`src/rtl/mdio_pkg.sv`:
```
package mdio_pkg;

  localparam int PRE_BITS   = 32;
  localparam int FRAME_BITS = PRE_BITS + 32;
  localparam int TA_IDX     = PRE_BITS + 14;
  localparam int DATA_IDX   = PRE_BITS + 16;

  typedef enum logic [1:0] {
    KIND_C45 = 2'd0,
    KIND_C22 = 2'd1
  } frameKind_e;

  typedef enum logic [2:0] {
    WORD_CMD    = 3'd0,
    WORD_C45ADR = 3'd1,
    WORD_WDATA  = 3'd2,
    WORD_RDATA  = 3'd3,
    WORD_STAT   = 3'd4
  } regWord_e;

  // field order equals the command bit layout 13:0
  typedef struct packed {
    logic [1:0] kind;
    logic [1:0] op;
    logic [4:0] port;
    logic [4:0] dev;
  } cmdFields_t;

  typedef struct packed {
    logic launch;
    logic isRead;
  } dpStrobe_t;

  function automatic logic isReadOp(cmdFields_t c);
    if (c.kind == KIND_C22) return (c.op == 2'd2);
    return c.op[1];
  endfunction

  function automatic logic [1:0] wireStart(cmdFields_t c);
    return (c.kind == KIND_C22) ? 2'b01 : 2'b00;
  endfunction

  function automatic logic [FRAME_BITS-1:0] buildFrame(cmdFields_t c, logic [15:0] payload);
    logic [1:0] ta;
    ta = isReadOp(c) ? 2'b11 : 2'b10;
    return {{PRE_BITS{1'b1}}, wireStart(c), c.op, c.port, c.dev, ta, payload};
  endfunction

endpackage

```
`src/rtl/mdio_ctrl.sv`:
```
module mdio_ctrl
  import mdio_pkg::*;
#(
  parameter int ADDR_W = 5
) (
  input  logic                  clk,
  input  logic                  rstN,
  input  logic                  regWrEn,
  input  logic [ADDR_W-1:0]     regAddr,
  input  logic [31:0]           regWdata,
  output logic [31:0]           regRdata,
  input  logic                  frameDone,
  input  logic [15:0]           capData,
  input  logic                  taFail,
  output dpStrobe_t             strobe,
  output logic [FRAME_BITS-1:0] frameWord,
  output logic                  busy,
  output cmdFields_t            cmdOut,
  output logic [15:0]           rdataOut,
  output logic                  errOut
);

  localparam int IDX_W = ADDR_W - 2;

  cmdFields_t cmdQ;
  cmdFields_t newCmd;
  logic       busyQ;
  logic       rdQ;
  logic [15:0] c45AddrQ;
  logic [15:0] wdataQ;
  logic [15:0] rdataQ;
  logic        errQ;
  logic        aligned;
  logic        selCmd, selAdr, selWd, selRd, selSt;
  logic        launch;
  logic [15:0] payload;

  assign aligned = (regAddr[1:0] == 2'b00);
  assign selCmd  = aligned && (regAddr[ADDR_W-1:2] == IDX_W'(WORD_CMD));
  assign selAdr  = aligned && (regAddr[ADDR_W-1:2] == IDX_W'(WORD_C45ADR));
  assign selWd   = aligned && (regAddr[ADDR_W-1:2] == IDX_W'(WORD_WDATA));
  assign selRd   = aligned && (regAddr[ADDR_W-1:2] == IDX_W'(WORD_RDATA));
  assign selSt   = aligned && (regAddr[ADDR_W-1:2] == IDX_W'(WORD_STAT));

  assign newCmd  = cmdFields_t'(regWdata[13:0]);
  assign launch  = regWrEn && selCmd && regWdata[14] && !busyQ;
  assign payload = (newCmd.kind != KIND_C22 && newCmd.op == 2'd0) ? c45AddrQ : wdataQ;

  always_comb begin
    strobe.launch = launch;
    strobe.isRead = isReadOp(newCmd);
    frameWord     = buildFrame(newCmd, payload);
  end

  always_ff @(posedge clk or negedge rstN) begin
    if (!rstN) begin
      cmdQ     <= '0;
      busyQ    <= 1'b0;
      rdQ      <= 1'b0;
      c45AddrQ <= '0;
      wdataQ   <= '0;
      rdataQ   <= '0;
      errQ     <= 1'b0;
    end else begin
      if (regWrEn && selAdr) c45AddrQ <= regWdata[15:0];
      if (regWrEn && selWd)  wdataQ   <= regWdata[15:0];
      if (regWrEn && selCmd && !busyQ) begin
        cmdQ <= newCmd;
        if (regWdata[14]) begin
          busyQ <= 1'b1;
          rdQ   <= isReadOp(newCmd);
        end
      end else if (busyQ && frameDone) begin
        busyQ <= 1'b0;
        if (rdQ) begin
          rdataQ <= capData;
          errQ   <= taFail;
        end
      end
    end
  end

  always_comb begin
    regRdata = '0;
    if (selCmd) regRdata = {17'd0, busyQ, cmdQ};
    if (selAdr) regRdata = {16'd0, c45AddrQ};
    if (selWd)  regRdata = {16'd0, wdataQ};
    if (selRd)  regRdata = {16'd0, rdataQ};
    if (selSt)  regRdata = {31'd0, errQ};
  end

  assign busy     = busyQ;
  assign cmdOut   = cmdQ;
  assign rdataOut = rdataQ;
  assign errOut   = errQ;

endmodule

```
`src/rtl/mdio_datapath.sv`:
```
module mdio_datapath
  import mdio_pkg::*;
#(
  parameter int MDC_HALF = 4
) (
  input  logic                  clk,
  input  logic                  rstN,
  input  dpStrobe_t             strobe,
  input  logic [FRAME_BITS-1:0] frameWord,
  input  logic                  mdioIn,
  output logic                  mdc,
  output logic                  mdioOut,
  output logic                  mdioOe,
  output logic                  frameDone,
  output logic [15:0]           capData,
  output logic                  taFail
);

  localparam int IDX_W = $clog2(FRAME_BITS);
  localparam logic [IDX_W-1:0] LAST_POS = IDX_W'(FRAME_BITS - 1);
  localparam logic [IDX_W-1:0] TA_POS   = IDX_W'(TA_IDX);
  localparam logic [IDX_W-1:0] TA2_POS  = IDX_W'(TA_IDX + 1);
  localparam logic [IDX_W-1:0] DATA_POS = IDX_W'(DATA_IDX);

  logic                  running;
  logic                  rdQ;
  logic                  mdcQ;
  logic                  tick;
  logic                  riseTick;
  logic                  fallTick;
  logic [IDX_W-1:0]      bitIdx;
  logic [FRAME_BITS-1:0] shiftQ;
  logic [15:0]           capQ;
  logic                  taQ;

  generate
    if (MDC_HALF <= 1) begin : gDivNone
      assign tick = running;
    end else begin : gDivCnt
      localparam int DIV_W = $clog2(MDC_HALF);
      localparam logic [DIV_W-1:0] DIV_MAX = DIV_W'(MDC_HALF - 1);
      logic [DIV_W-1:0] divCnt;
      always_ff @(posedge clk or negedge rstN) begin
        if (!rstN)                 divCnt <= '0;
        else if (!running || tick) divCnt <= '0;
        else                       divCnt <= divCnt + 1'b1;
      end
      assign tick = running && (divCnt == DIV_MAX);
    end
  endgenerate

  assign riseTick  = tick && !mdcQ;
  assign fallTick  = tick && mdcQ;
  assign frameDone = fallTick && (bitIdx == LAST_POS);

  always_ff @(posedge clk or negedge rstN) begin
    if (!rstN) begin
      running <= 1'b0;
      rdQ     <= 1'b0;
      mdcQ    <= 1'b0;
      bitIdx  <= '0;
      shiftQ  <= '0;
      capQ    <= '0;
      taQ     <= 1'b0;
    end else if (!running) begin
      if (strobe.launch) begin
        running <= 1'b1;
        rdQ     <= strobe.isRead;
        mdcQ    <= 1'b0;
        bitIdx  <= '0;
        shiftQ  <= frameWord;
        taQ     <= 1'b0;
      end
    end else if (tick) begin
      mdcQ <= ~mdcQ;
      if (riseTick) begin
        if (rdQ && bitIdx == TA2_POS) taQ <= mdioIn;
        if (bitIdx >= DATA_POS)       capQ <= {capQ[14:0], mdioIn};
      end else if (bitIdx == LAST_POS) begin
        running <= 1'b0;
      end else begin
        bitIdx <= bitIdx + 1'b1;
        shiftQ <= {shiftQ[FRAME_BITS-2:0], 1'b0};
      end
    end
  end

  assign mdc     = mdcQ;
  assign mdioOut = running && shiftQ[FRAME_BITS-1];
  assign mdioOe  = running && !(rdQ && bitIdx >= TA_POS);
  assign capData = capQ;
  assign taFail  = taQ;

endmodule

```
`src/rtl/mdio_master.sv`:
```
module mdio_master
  import mdio_pkg::*;
#(
  parameter int ADDR_W   = 5,
  parameter int MDC_HALF = 4
) (
  input  logic              clk,
  input  logic              rstN,
  input  logic              regWrEn,
  input  logic [ADDR_W-1:0] regAddr,
  input  logic [31:0]       regWdata,
  output logic [31:0]       regRdata,
  output logic              mdc,
  output logic              mdioOut,
  output logic              mdioOe,
  input  logic              mdioIn
);

  dpStrobe_t             strobe;
  logic [FRAME_BITS-1:0] frameWord;
  logic                  frameDone;
  logic [15:0]           capData;
  logic                  taFail;
  logic                  busy;
  cmdFields_t            cmdFields;
  logic [15:0]           rdData;
  logic                  rdErr;

  mdio_ctrl #(.ADDR_W(ADDR_W)) uCtrl (
    .clk       (clk),
    .rstN      (rstN),
    .regWrEn   (regWrEn),
    .regAddr   (regAddr),
    .regWdata  (regWdata),
    .regRdata  (regRdata),
    .frameDone (frameDone),
    .capData   (capData),
    .taFail    (taFail),
    .strobe    (strobe),
    .frameWord (frameWord),
    .busy      (busy),
    .cmdOut    (cmdFields),
    .rdataOut  (rdData),
    .errOut    (rdErr)
  );

  mdio_datapath #(.MDC_HALF(MDC_HALF)) uDp (
    .clk       (clk),
    .rstN      (rstN),
    .strobe    (strobe),
    .frameWord (frameWord),
    .mdioIn    (mdioIn),
    .mdc       (mdc),
    .mdioOut   (mdioOut),
    .mdioOe    (mdioOe),
    .frameDone (frameDone),
    .capData   (capData),
    .taFail    (taFail)
  );

endmodule

```
`config.mk`:
```
export PLATFORM = sky130hd
export DESIGN_NAME = mdio_master
export DESIGN_NICKNAME = d
export VERILOG_FILES = /design/src/rtl/mdio_pkg.sv /design/src/rtl/mdio_ctrl.sv /design/src/rtl/mdio_datapath.sv /design/src/rtl/mdio_master.sv
export SDC_FILE = /design/constraint.sdc
export NUM_CORES = 1
export LEC_CHECK = 0
export CORE_ASPECT_RATIO = 0.5
export CORE_UTILIZATION = 55
export DETAILED_ROUTE_END_ITERATION = 10
export DONT_BUFFER_PORTS = 1
export PLACE_DENSITY = 0.76
export SLEW_MARGIN = 20
export SYNTH_ARGS = -nofsm -noshare
export SYNTH_HDL_FRONTEND = slang
export SYNTH_SLANG_ARGS = --single-unit
export TNS_END_PERCENT = 50
```
`constraint.sdc`:
```
create_clock -name clk -period 1.9 [get_ports clk]
set_input_delay 0.38 -clock clk [delete_from_list [all_inputs] [get_ports clk]]
set_output_delay 0.38 -clock clk [all_outputs]
set_load 0.03 [all_outputs]
```
==> results_dict.tcl <==
set metrics [dict create \
    die_x_um 163.2 \
    first_pass_iters 5 \
    n_antenna_cell 0 \
    hp-class "input port to async pin" \
    final.setup.worst_slack_ns -0.1515 \
    worst_ep_arrival_time_ns 1.67 \
    swShare_pct 24.12 \
    critPathMaxStageDelay_ns 0.47 \
    power_mw 7.303 \
    violations "negative hold slack, negative setup slack" \
    setup_viol 18 \
    yosysUniqueCellTypes 47 \
    min_period_ns 2.052 \
    grt_usage_pct 24.45 \
    criticalPathCategory "register to output pin" \
    layout-drive-gt1-share_pct 36.35 \
    drc_errors 0 \
    path_clk_slew_ns 0.07 \
    ys_seq_area_share_pct 55.00 \
    grt-ovfl-total 0 \
    postSynthAreaPerCell_um2 12.85 \
    cp.depth 4 \
    wl_met3_um 879 \
    seqPwrFrac_pct 49.4 \
    hpwl_um 9235 \
    drv_cap 0 \
    leakage_nw 4.013 \
    rows 28 \
    cts_inserted_buffers 17 \
    peakVddDrop_mv 0.5527 \
    rsz0062_at_grt "yes" \
    critPathMaxFanout 3 \
    dr_wl_met2_um 7712 \
    grt_pass1_wl_um 24470 \
    nets 627 \
    layout_commonest_cell "dfrtp_1" \
    fin_skew_ns 0.009173 \
    whs_ns -0.3499 \
    cts_tree "built" \
    clk-insertion-delay-late_ns 0.42 \
    ys_ff_latch 157 \
    fin_crit_sh_pct 108.0 \
    h-tree-depth 4 \
    r2r_cells 7 \
    maxSlewViolCount 0 \
    cp_num_buf_inv 0 \
    area_growth_pct 17.25 \
    cp-start-kind "register" \
    wl_met1_um 7356 \
    via_per_inst 6.243 \
    num_io_pins 76 \
    worst_path_max_delay_cell "mux4_2" \
    power_switching_mw 1.761 \
    cts.sinks 157 \
    cp.required_ns 1.52 \
    antenna_left 0 \
    powerDensity_mw_per_mm2 871.9 \
    gp_congestion 0.8058 \
    antenna_found_initial 0 \
    wire_per_inst_um 21.20 \
    power_frac_comb_pct 6.1 \
    status "complete, but fails checks" \
    end_kind "output pin" \
    fill_cells 812 \
    io_buffers 0 \
    drt_wl_total_um 16160 \
    ys_warn_count 0 \
    synth_area_mm2 0.007143 \
    die_h_um 82.59 \
    crit_family "multiplexers" \
    top_layer "met4" \
    max_clock_freq_ghz 0.4874 \
    die_area_mm2 0.01348 \
    internal-power_mw 5.541 \
    clk_path_buf_depth 2 \
    synthCells 556 \
    start_util_pct 58.42 \
    hold_viol 157 \
    p_clk_share_pct 44.5 \
    cts_root_buffer "clkbuf_16" \
    final_cell_mix "dfrtp_1 (156), mux2_2 (69), buf_4 (35), nand3_1 (34), o22a_1 (33)" \
    worstPathCellList "mux4_2 -> nor2b_4 -> a31oi_4 -> nor3_4" \
    drt_iter0_drc 455 \
    core_area_mm2 0.01223 \
    vias 4757 \
    grt_pass1_vias 4465 \
    grt_start_max_net_pins 158 \
]
## cells by family (layout without fill, tap and decap cells)
| kind of cell | after synthesis | in the layout | synth area share, % |
|---|---|---|---|
| DFF | 157 | 157 | 55.00 |
| and+or+nand+nor | 120 | 120 | 9.056 |
| muxes | 112 | 112 | 20.25 |
| AOI/OAI and AO/OA | 100 | 100 | 10.32 |
| buffers and inverters | 61 | 87 | 4.607 |
| xor gates and xnor gates | 3 | 3 | 0.3679 |
| adders and majority gates | 2 | 2 | 0.3503 |
| other | 1 | 16 | 0.05250 |
## routing by layer
metal	global-route usage, %	up-vias
met5	0	-
met4	8.692	0
met3	5.744	23
met2	38.22	161
met1	33.83	2496
li1	-	2077
## flip-flops by register name (all words and copies together) (netlist names), 2 cells and up
| name | cells |
|---|---|
| uCtrl.c45AddrQ | 16 |
| uCtrl.cmdOut | 14 |
| uCtrl.rdataOut | 16 |
| uCtrl.wdataQ | 16 |
| uDp.bitIdx | 6 |
| uDp.capData | 16 |
| uDp.gDivCnt.divCnt | 2 |
| uDp.shiftQ | 64 |
## per-stage QoR
step | utilization, % | setup WS (ns) | cells | TNS (ns) | area [um2]
floorplan | - | 0.02339 | 571 | 0 | 7213
global placement | 60.68 | 0.03925 | 715 | 0 | 7420
detailed placement | 60.68 | -0.007531 | 715 | -0.007531 | 7420
CTS | 66.59 | -0.1887 | 753 | -0.2111 | 8142
global route | 68.50 | -0.2039 | 762 | -1.770 | 8376
finish | 68.50 | -0.1515 | 762 | -0.5349 | 8376
## synthesized netlist by cell type, drive strengths merged
library cell | instances | area (um2)
a211o | 1 | 8.760
a211oi | 16 | 120.1
a21boi | 1 | 7.510
a21oi | 2 | 10.01
a22o | 2 | 17.52
a22oi | 1 | 7.510
a311oi | 1 | 8.760
a31o | 1 | 8.760
a31oi | 3 | 18.77
and2 | 16 | 100.1
and3 | 17 | 106.4
and4 | 1 | 11.26
buf | 36 | 234.0
clkbuf | 20 | 76.32
conb | 1 | 3.750
dfrtp | 157 | 3929
ha | 2 | 25.02
inv | 5 | 18.76
mux2 | 80 | 938.4
mux2i | 17 | 170.2
mux4 | 15 | 337.8
nand2 | 18 | 67.56
nand2b | 1 | 6.260
nand3 | 35 | 180.2
nand4 | 1 | 6.260
nand4b | 3 | 32.53
nor2 | 18 | 67.56
nor2b | 3 | 18.77
nor3 | 3 | 15.01
nor3b | 1 | 7.510
nor4 | 1 | 6.260
nor4b | 1 | 15.01
o21a | 2 | 15.01
o21ai | 21 | 105.1
o22a | 33 | 289.0
o31ai | 16 | 120.1
or2 | 1 | 6.260
xnor2 | 2 | 17.52
xor2 | 1 | 8.760
## layout make-up
| cell class | instances | area, um2 | area share [%] |
|---|---|---|---|
| inverters | 5 | 18.77 | 0.2241 |
| clock buffers | 20 | 466.7 | 5.572 |
| multi-input cells | 353 | 3132 | 37.39 |
| flip-flops and latches | 157 | 3930 | 46.92 |
| clock inverters | 12 | 100.1 | 1.195 |
| repair buffers | 50 | 521.8 | 6.229 |
| well taps | 165 | 206.4 | 2.465 |
## final timing paths
check / start / to / slack, ns
max: uCtrl.c45AddrQ[0]$_DFFE_PN0P_ / regRdata[0] / -0.15
min: rstN / uDp.capData[6]$_DFFE_PN0P_ / -0.35
max reg2reg: uDp.bitIdx[1]$_DFFE_PN0P_ / uCtrl.rdataOut[0]$_DFFE_PN0P_ / -0.06
min reg2reg: uDp.gDivCnt.divCnt[0]$_DFF_PN0_ / uDp.gDivCnt.divCnt[0]$_DFF_PN0_ / 0.45
max in group asynchronous: rstN / uDp.bitIdx[3]$_DFFE_PN0P_ / 1.96
min in group clk: regWdata[13] / uCtrl.cmdOut[13]$_DFFE_PN0N_ / 0.11
## power by group through the flow
stage,registers (mW),logic [mW],clock network [mW]
2_1_floorplan,3.62,0.397,0
5_1_grt,3.62,0.474,3.43
3_3_place_gp,3.65,0.396,0
4_1_cts,3.60,0.428,3.29
6_report,3.61,0.442,3.25
3_5_place_dp,3.66,0.408,0
## timing repair
action                                  CTS  global route
hold endpoints to repair                157           157
pin swaps                                 3             8
buffers inserted                          7             5
gates cloned                              0             4
resized for setup                        42            19
endpoints found under the setup margin   24            64
(Power assumes the default switching activity.)
